===== src/rtl/lpb_pkg.sv =====
package lpb_pkg;
    localparam int LPB_DW     = 32;
    localparam int LPB_AW     = 4;
    localparam int LPB_NB     = LPB_DW / 8;
    localparam int LPB_WORDS  = 2 ** LPB_AW;
    localparam int LPB_STAT   = LPB_WORDS - 1;
    localparam int LPB_NSTORE = LPB_WORDS - 1;

    typedef enum logic {ST_IDLE, ST_DATA} lpb_state_e;

    typedef struct packed {
        logic [LPB_AW-1:0] addr;
        logic              wr;
        logic [LPB_NB-1:0] lane;
    } lpb_xfer_t;

    function automatic logic [LPB_DW-1:0] lpb_merge(
        input logic [LPB_DW-1:0] old_w,
        input logic [LPB_DW-1:0] new_w,
        input logic [LPB_NB-1:0] lane);
        logic [LPB_DW-1:0] res;
        res = old_w;
        for (int b = 0; b < LPB_NB; b++) begin
            if (lane[b]) res[8*b +: 8] = new_w[8*b +: 8];
        end
        return res;
    endfunction
endpackage


===== src/rtl/lpb_seq.sv =====
module lpb_seq
    import lpb_pkg::*;
(
    input  logic              clk,
    input  logic              rst,
    input  logic              as_n,
    input  logic              cs_n,
    input  logic              wr_n,
    input  logic [LPB_AW-1:0] addr,
    input  logic [LPB_NB-1:0] be_n,
    input  logic              wait_n,
    input  logic              last_n,
    output logic              rdy_n,
    output lpb_xfer_t         cur,
    output logic              done,
    output logic              proto_err
);
    lpb_state_e state_q;
    lpb_xfer_t  cur_q;
    logic       in_data;

    always_comb begin
        in_data   = (state_q == ST_DATA);
        rdy_n     = ~in_data;
        done      = in_data & wait_n;
        proto_err = in_data & ~wait_n & ~last_n;
        cur       = cur_q;
    end

    always_ff @(posedge clk) begin
        if (rst) begin
            state_q <= ST_IDLE;
            cur_q   <= '0;
        end else begin
            case (state_q)
                ST_IDLE: begin
                    if (!as_n && !cs_n) begin
                        cur_q.addr <= addr;
                        cur_q.wr   <= ~wr_n;
                        cur_q.lane <= ~be_n;
                        state_q    <= ST_DATA;
                    end
                end
                default: begin
                    if (wait_n) begin
                        if (!last_n) state_q <= ST_IDLE;
                        else cur_q.addr <= cur_q.addr + 1'b1;
                    end
                end
            endcase
        end
    end

    // ready follows the capturing edge
    p_ready_after_capture_r2: assert property (@(posedge clk) disable iff (rst)
        (rdy_n && !as_n && !cs_n) |=> !rdy_n);

    // a waited phase holds ready and address
    p_wait_holds_r5: assert property (@(posedge clk) disable iff (rst)
        (!rdy_n && !wait_n) |=> (!rdy_n && $stable(cur_q.addr)));

    // final word returns to idle
    p_last_ends_r7: assert property (@(posedge clk) disable iff (rst)
        (!rdy_n && wait_n && !last_n) |=> rdy_n);

    // burst step advances the word address by one
    p_burst_step_r8: assert property (@(posedge clk) disable iff (rst)
        (!rdy_n && wait_n && last_n) |=>
        (!rdy_n && cur_q.addr == $past(cur_q.addr) + 1'b1));
endmodule


===== src/rtl/lpb_regbank.sv =====
module lpb_regbank
    import lpb_pkg::*;
(
    input  logic              clk,
    input  logic              rst,
    input  lpb_xfer_t         cur,
    input  logic              done,
    input  logic              proto_err,
    input  logic              fail_n,
    input  logic [LPB_DW-1:0] wdata,
    output logic [LPB_DW-1:0] rd_word,
    output logic              fail_flag,
    output logic              err_flag
);
    logic [LPB_DW-1:0] store_q [LPB_NSTORE];
    logic              fail_q;
    logic              err_q;
    logic              wr_hit;
    logic              is_stat;
    logic              clr_hit;

    always_comb begin
        wr_hit  = done & cur.wr;
        is_stat = (cur.addr == LPB_AW'(LPB_STAT));
        clr_hit = wr_hit & is_stat & cur.lane[0];
        if (is_stat) rd_word = {{(LPB_DW-2){1'b0}}, err_q, fail_q};
        else         rd_word = store_q[cur.addr];
        fail_flag = fail_q;
        err_flag  = err_q;
    end

    always_ff @(posedge clk) begin
        if (rst) begin
            for (int w = 0; w < LPB_NSTORE; w++) store_q[w] <= '0;
        end else if (wr_hit && !is_stat) begin
            store_q[cur.addr] <= lpb_merge(store_q[cur.addr], wdata, cur.lane);
        end
    end

    always_ff @(posedge clk) begin
        if (rst) begin
            fail_q <= 1'b0;
            err_q  <= 1'b0;
        end else begin
            fail_q <= ~fail_n    | (fail_q & ~(clr_hit & wdata[0]));
            err_q  <= proto_err  | (err_q  & ~(clr_hit & wdata[1]));
        end
    end

    // protocol error is latched
    p_err_latched_r6: assert property (@(posedge clk) disable iff (rst)
        proto_err |=> err_flag);

    // without a clear the error flag never drops
    p_err_sticky_r10: assert property (@(posedge clk) disable iff (rst)
        (err_flag && !clr_hit) |=> err_flag);
endmodule


===== src/rtl/lpb_target.sv =====
module lpb_target
    import lpb_pkg::*;
(
    input  logic              clk,
    input  logic              rst,
    input  logic              as_n,
    input  logic              cs_n,
    input  logic              wr_n,
    input  logic [LPB_AW-1:0] addr,
    input  logic [LPB_NB-1:0] be_n,
    input  logic [LPB_DW-1:0] wdata,
    input  logic              wait_n,
    input  logic              last_n,
    input  logic              fail_n,
    output logic              rdy_n,
    output logic [LPB_DW-1:0] rdata,
    output logic              fail_flag,
    output logic              err_flag
);
    lpb_xfer_t         cur;
    logic              done;
    logic              proto_err;
    logic [LPB_DW-1:0] rd_word;

    lpb_seq u_seq (
        .clk(clk), .rst(rst), .as_n(as_n), .cs_n(cs_n), .wr_n(wr_n),
        .addr(addr), .be_n(be_n), .wait_n(wait_n), .last_n(last_n),
        .rdy_n(rdy_n), .cur(cur), .done(done), .proto_err(proto_err)
    );

    lpb_regbank u_bank (
        .clk(clk), .rst(rst), .cur(cur), .done(done), .proto_err(proto_err),
        .fail_n(fail_n), .wdata(wdata), .rd_word(rd_word),
        .fail_flag(fail_flag), .err_flag(err_flag)
    );

    assign rdata = rdy_n ? '0 : rd_word;

    // failure input is latched
    p_fail_latched_r9: assert property (@(posedge clk) disable iff (rst)
        !fail_n |=> fail_flag);
endmodule


===== config.mk =====
export PLATFORM = sky130hd
export DESIGN_NAME = lpb_target
export DESIGN_NICKNAME = d
export VERILOG_FILES = /design/src/rtl/lpb_pkg.sv /design/src/rtl/lpb_seq.sv /design/src/rtl/lpb_regbank.sv /design/src/rtl/lpb_target.sv
export SDC_FILE = /design/constraint.sdc
export NUM_CORES = 1
export LEC_CHECK = 0
export BUFFER_PORTS_ARGS = -buffer_cell sky130_fd_sc_hd__buf_4
export CAP_MARGIN = 5
export CORE_MARGIN = 3
export CORE_UTILIZATION = 55
export CTS_BUF_LIST = sky130_fd_sc_hd__clkbuf_16
export DETAILED_ROUTE_END_ITERATION = 16
export GPL_TIMING_DRIVEN = 1
export PLACE_DENSITY_LB_ADDON = 0.15
export SYNTH_ARGS = -nofsm -noshare
export SYNTH_HDL_FRONTEND = slang
export SYNTH_HIERARCHICAL = 1
export SYNTH_SLANG_ARGS = --single-unit

===== constraint.sdc =====
create_clock -name clk -period 3 [get_ports clk]
set_input_delay 0.6 -clock clk [delete_from_list [all_inputs] [get_ports clk]]
set_output_delay 0.6 -clock clk [all_outputs]
set_load 0.05 [all_outputs]

==> impl_table.tex <==
\begin{tabular}{lr}
\hline
Metric & Value \\
\hline
\multicolumn{2}{l}{\textbf{Route}} \\
\quad Final routed wire length divided by cell count & 26.26 um \\
\quad WL final & 72.18 mm \\
\quad Via density per instance & 6.200 \\
\quad ANT nets after route & 0 \\
\quad Via count & 17,040 \\
\quad Post-route DRC & 0 \\
\quad Number of DRC markers after the initial detailed-route iteration & 1,843 \\
\quad Number of detailed-route iterations in the first pass & 6 \\
\multicolumn{2}{l}{\textbf{Yosys}} \\
\quad Synth unique cells & 45 \\
\quad Syn Area/Cell & 13.00 sq um \\
\quad Cell area after synthesis & 24,490 sq um \\
\quad Flip-flop and latch count after synthesis & 524 \\
\quad Number of warnings reported in the yosys synthesis log & 6 \\
\quad Seq/Total Area, Yosys & 63.75\% \\
\quad Number of instances in the synthesized netlist & 1,884 \\
\multicolumn{2}{l}{\textbf{Global routing}} \\
\quad Met3 usage in global routing & 4.971\% \\
\quad Most congested layer reported by global routing & met2 \\
\quad First-pass GRT wire length & 103.5 mm \\
\quad Number of antenna violations at the first check in global routing & 0 \\
\quad Met2 layer usage reported by global route & 49.23\% \\
\quad Total global routing track utilization & 29.51\% \\
\quad Met1 track demand over resource & 38.90\% \\
\quad Pin count of the biggest net entering global routing & 51 \\
\quad Residual overflow from global routing & 0 \\
\quad Number of global-route vias before repair & 16,720 \\
\multicolumn{2}{l}{\textbf{Place}} \\
\quad Area after DPL & 26,370 sq um \\
\quad Number of cells in the design after placement & 2,554 \\
\quad Post-Place Setup Slack & 193.8 ps \\
\quad HPWL after detailed placement & 43.04 mm \\
\quad Routability congestion estimate from global placement & 0.9562 \\
\quad Total of buffers placed on input and output ports & 82 \\
\multicolumn{2}{l}{\textbf{Floorplanning}} \\
\quad Die extent in x & 217.0 um \\
\quad Standard-cell rows & 76 \\
\quad Effective utilization at floorplan & 56.24\% \\
\quad Height of the die & 217.0 um \\
\quad Total Die Area & 47,100 sq um \\
\quad Top Ports & 83 \\
\quad Core area & 43,550 sq um \\
\multicolumn{2}{l}{\textbf{Clocking}} \\
\quad Number of buffers created by CTS & 54 \\
\quad Cell chosen for the clock root & sky130\_fd\_sc\_hd\_\_clkbuf\_16 \\
\quad Clock tree buffer depth & 3 \\
\quad TritonCTS sink count & 524 \\
\quad CTS tree & built \\
\quad Maximum level of the CTS H-tree & 2 \\
\quad Worst-Skew Late Latency & 610 ps \\
\quad Clock-pin slew on the worst setup and hold paths & 60 ps \\
\quad Hold buffer count at CTS & 0 \\
\multicolumn{2}{l}{\textbf{Worst setup path}} \\
\quad Critical Path RT & 2400 ps \\
\quad Kind of launch point of the worst setup path & flop \\
\quad Critical Path End Type & output port \\
\quad Max Fanout on Critical Path & 13 \\
\quad Worst setup path category & reg -> out \\
\quad CP Data Arrival Time & 2610 ps \\
\multicolumn{2}{l}{\textbf{Timing}} \\
\quad Minimum period implied by the final worst setup slack & 3206 ps \\
\quad \# setup viols final & 32 \\
\quad Setup skew after layout & 17.65 ps \\
\quad Final hold slack & 174.3 ps \\
\quad Final Max Slew Viols & 0 \\
\quad RSZ-0062 raised after global routing & yes \\
\quad Relative slew margins & 14.27\% \\
\quad Maximum operating frequency & 0.3119 GHz \\
\quad Final worst slack & -205.8 ps \\
\quad Transition time at the pin with the least slew margin & 1281 ps \\
\quad Share of the clock period used by the worst path after layout & 106.9\% \\
\quad Total count of hold-check failures in the final report & 0 \\
\multicolumn{2}{l}{\textbf{Finish}} \\
\quad Most common cell after layout, fill and taps aside & sky130\_fd\_sc\_hd\_\_edfxtp\_1 \\
\quad Synthesis-to-finish area growth & 23.91\% \\
\quad Commonest cells after routing, fill and taps aside & sky130\_fd\_sc\_hd\_\_edfxtp\_1, sky130\_fd\_sc\_hd\_\_nor2\_1, sky130\_fd\_sc\_hd\_\_mux2i\_1 \\
\quad Post-Layout Inst Area & 30,350 sq um \\
\quad Count of nets after finishing & 2,170 \\
\quad Antenna cell count & 0 \\
\quad Proportion of layout cells with a drive suffix above 1 & 30.22\% \\
\quad Final cell count without fillers & 2,749 \\
\multicolumn{2}{l}{\textbf{Run}} \\
\quad Max Cap Violations & 0 \\
\multicolumn{2}{l}{\textbf{Status}} \\
\quad Outcome & complete, but fails checks \\
\quad Violations in the final reports & setup timing \\
\multicolumn{2}{l}{\textbf{Power and ir drop}} \\
\quad Worst VDD drop & 0.5246 mV \\
\quad Post-layout power & 17,250 uW \\
\quad P\_leak & 0.01036 uW \\
\quad PwrDens & 568.3 nW/um\^{}2 \\
\multicolumn{2}{l}{\textbf{Worst hold path}} \\
\quad Tightest Hold Check Type & in -> reg \\
\hline
\end{tabular}
## flip-flops by register name, indices dropped and copies added, names as in the netlist
name	cells
u_seq/in_data	1
u_seq/cur	9
u_bank/err_flag	1
u_bank/fail_flag	1
u_bank/store_q	512
## cell type report
| type | count | area (sq um) |
|---|---|---|
| sequential | 524 | 15620 |
| timing repair buffer | 286 | 3065 |
| tap | 585 | 732.0 |
| fill | 3094 | 13200 |
| multi-input combinational | 1251 | 9218 |
| clock inverter | 42 | 270.3 |
| clock buffer | 57 | 1426 |
| inverter | 4 | 15.01 |
## final timing paths
kind | from | end | slack [ps] | depth (start not counted)
max | u_seq/cur[6] | rdata[1] | -210 | 8
min | fail_n | u_bank/fail_flag | 170 | 2
max reg2reg | u_seq/cur[7] | u_bank/store_q[3][5] | 500 | 4
min reg2reg | u_bank/fail_flag | u_bank/fail_flag | 530 | 2
## cells in the mapped netlist (all sizes together)
cell type / instances / area (sq um)
ha: 1 / 12.51
nand2b: 17 / 106.4
o22ai: 2 / 12.51
nand4: 3 / 18.77
conb: 1 / 3.750
and2: 3 / 18.77
nor4b: 2 / 47.55
buf: 78 / 536.8
a21oi: 37 / 185.2
and4: 1 / 8.760
nand3b: 30 / 225.2
a211oi: 5 / 62.56
inv: 4 / 15.01
o21ai: 1 / 5.000
a311oi: 2 / 17.52
edfxtp: 512 / 15370
nor2b: 40 / 250.2
dfxtp: 12 / 240.2
a2bb2oi: 1 / 8.760
nor3: 2 / 21.27
nand2: 52 / 195.2
a41oi: 2 / 32.53
mux2i: 257 / 2572
nor2: 495 / 1871
nor4: 1 / 21.27
clkbuf: 58 / 217.7
or3: 1 / 11.26
a22oi: 127 / 993.5
and4bb: 1 / 12.51
mux2: 1 / 11.26
nand3: 69 / 350.3
o32a: 1 / 10.01
a32oi: 61 / 984.7
and3: 2 / 13.77
a31oi: 2 / 25.02
## stage by stage
stage	TNS, ps	util [%]
after floorplan	0	-
after global placement	0	60.56
after detailed placement	0	60.56
after CTS	-4488	67.58
after global routing	-6023	69.69
final	-3817	69.69
## per-layer routing
metal  vias up  part of all wire [%]
met3       172                   8.3
met4         0                   3.9
met5         -                     0
li1       7454                     -
met1      8561                    38
met2       856                    50
## where the power goes
part	switching [uW]	leakage, uW	total (uW)	internal (uW)
registers	108	0.00538	8430	8320
logic	1470	0.00409	2380	911
clock network	2710	0.000896	6440	3730
## timing repair
| item | CTS | global route |
|---|---|---|
| pin swaps | 57 | 54 |
| resized for setup | 200 | 91 |
| cloned | 6 | 10 |
| setup buffers | 40 | 40 |
| setup endpoints to repair | 32 | 32 |
| endpoints found under the hold margin | 0 | 0 |
## cells by family (layout without fill, tap and decap cells)
kind of cell | count (synthesis) | count (layout) | share of synthesized area [%]
buffers and inverters | 140 | 389 | 3.142
adder cells (fa/ha/maj) | 1 | 1 | 0.05107
flip-flops | 524 | 524 | 63.75
multiplexers | 258 | 258 | 10.55
AND/OR/NAND/NOR | 719 | 719 | 12.95
AO/OA/AOI/OAI | 241 | 241 | 9.542
other | 1 | 32 | 0.01531
## worst max-delay path, cell delays in order (launching register included)
cell and delay, ps:
sky130_fd_sc_hd__dfxtp_4 390, sky130_fd_sc_hd__clkbuf_16 200, sky130_fd_sc_hd__buf_16 180, sky130_fd_sc_hd__mux2i_1 120
sky130_fd_sc_hd__a22oi_2 290, sky130_fd_sc_hd__a21oi_2 100, sky130_fd_sc_hd__a311oi_2 320, sky130_fd_sc_hd__nor2b_2 230
sky130_fd_sc_hd__buf_6 170
Note: power is estimated with default switching activity, not from simulation.
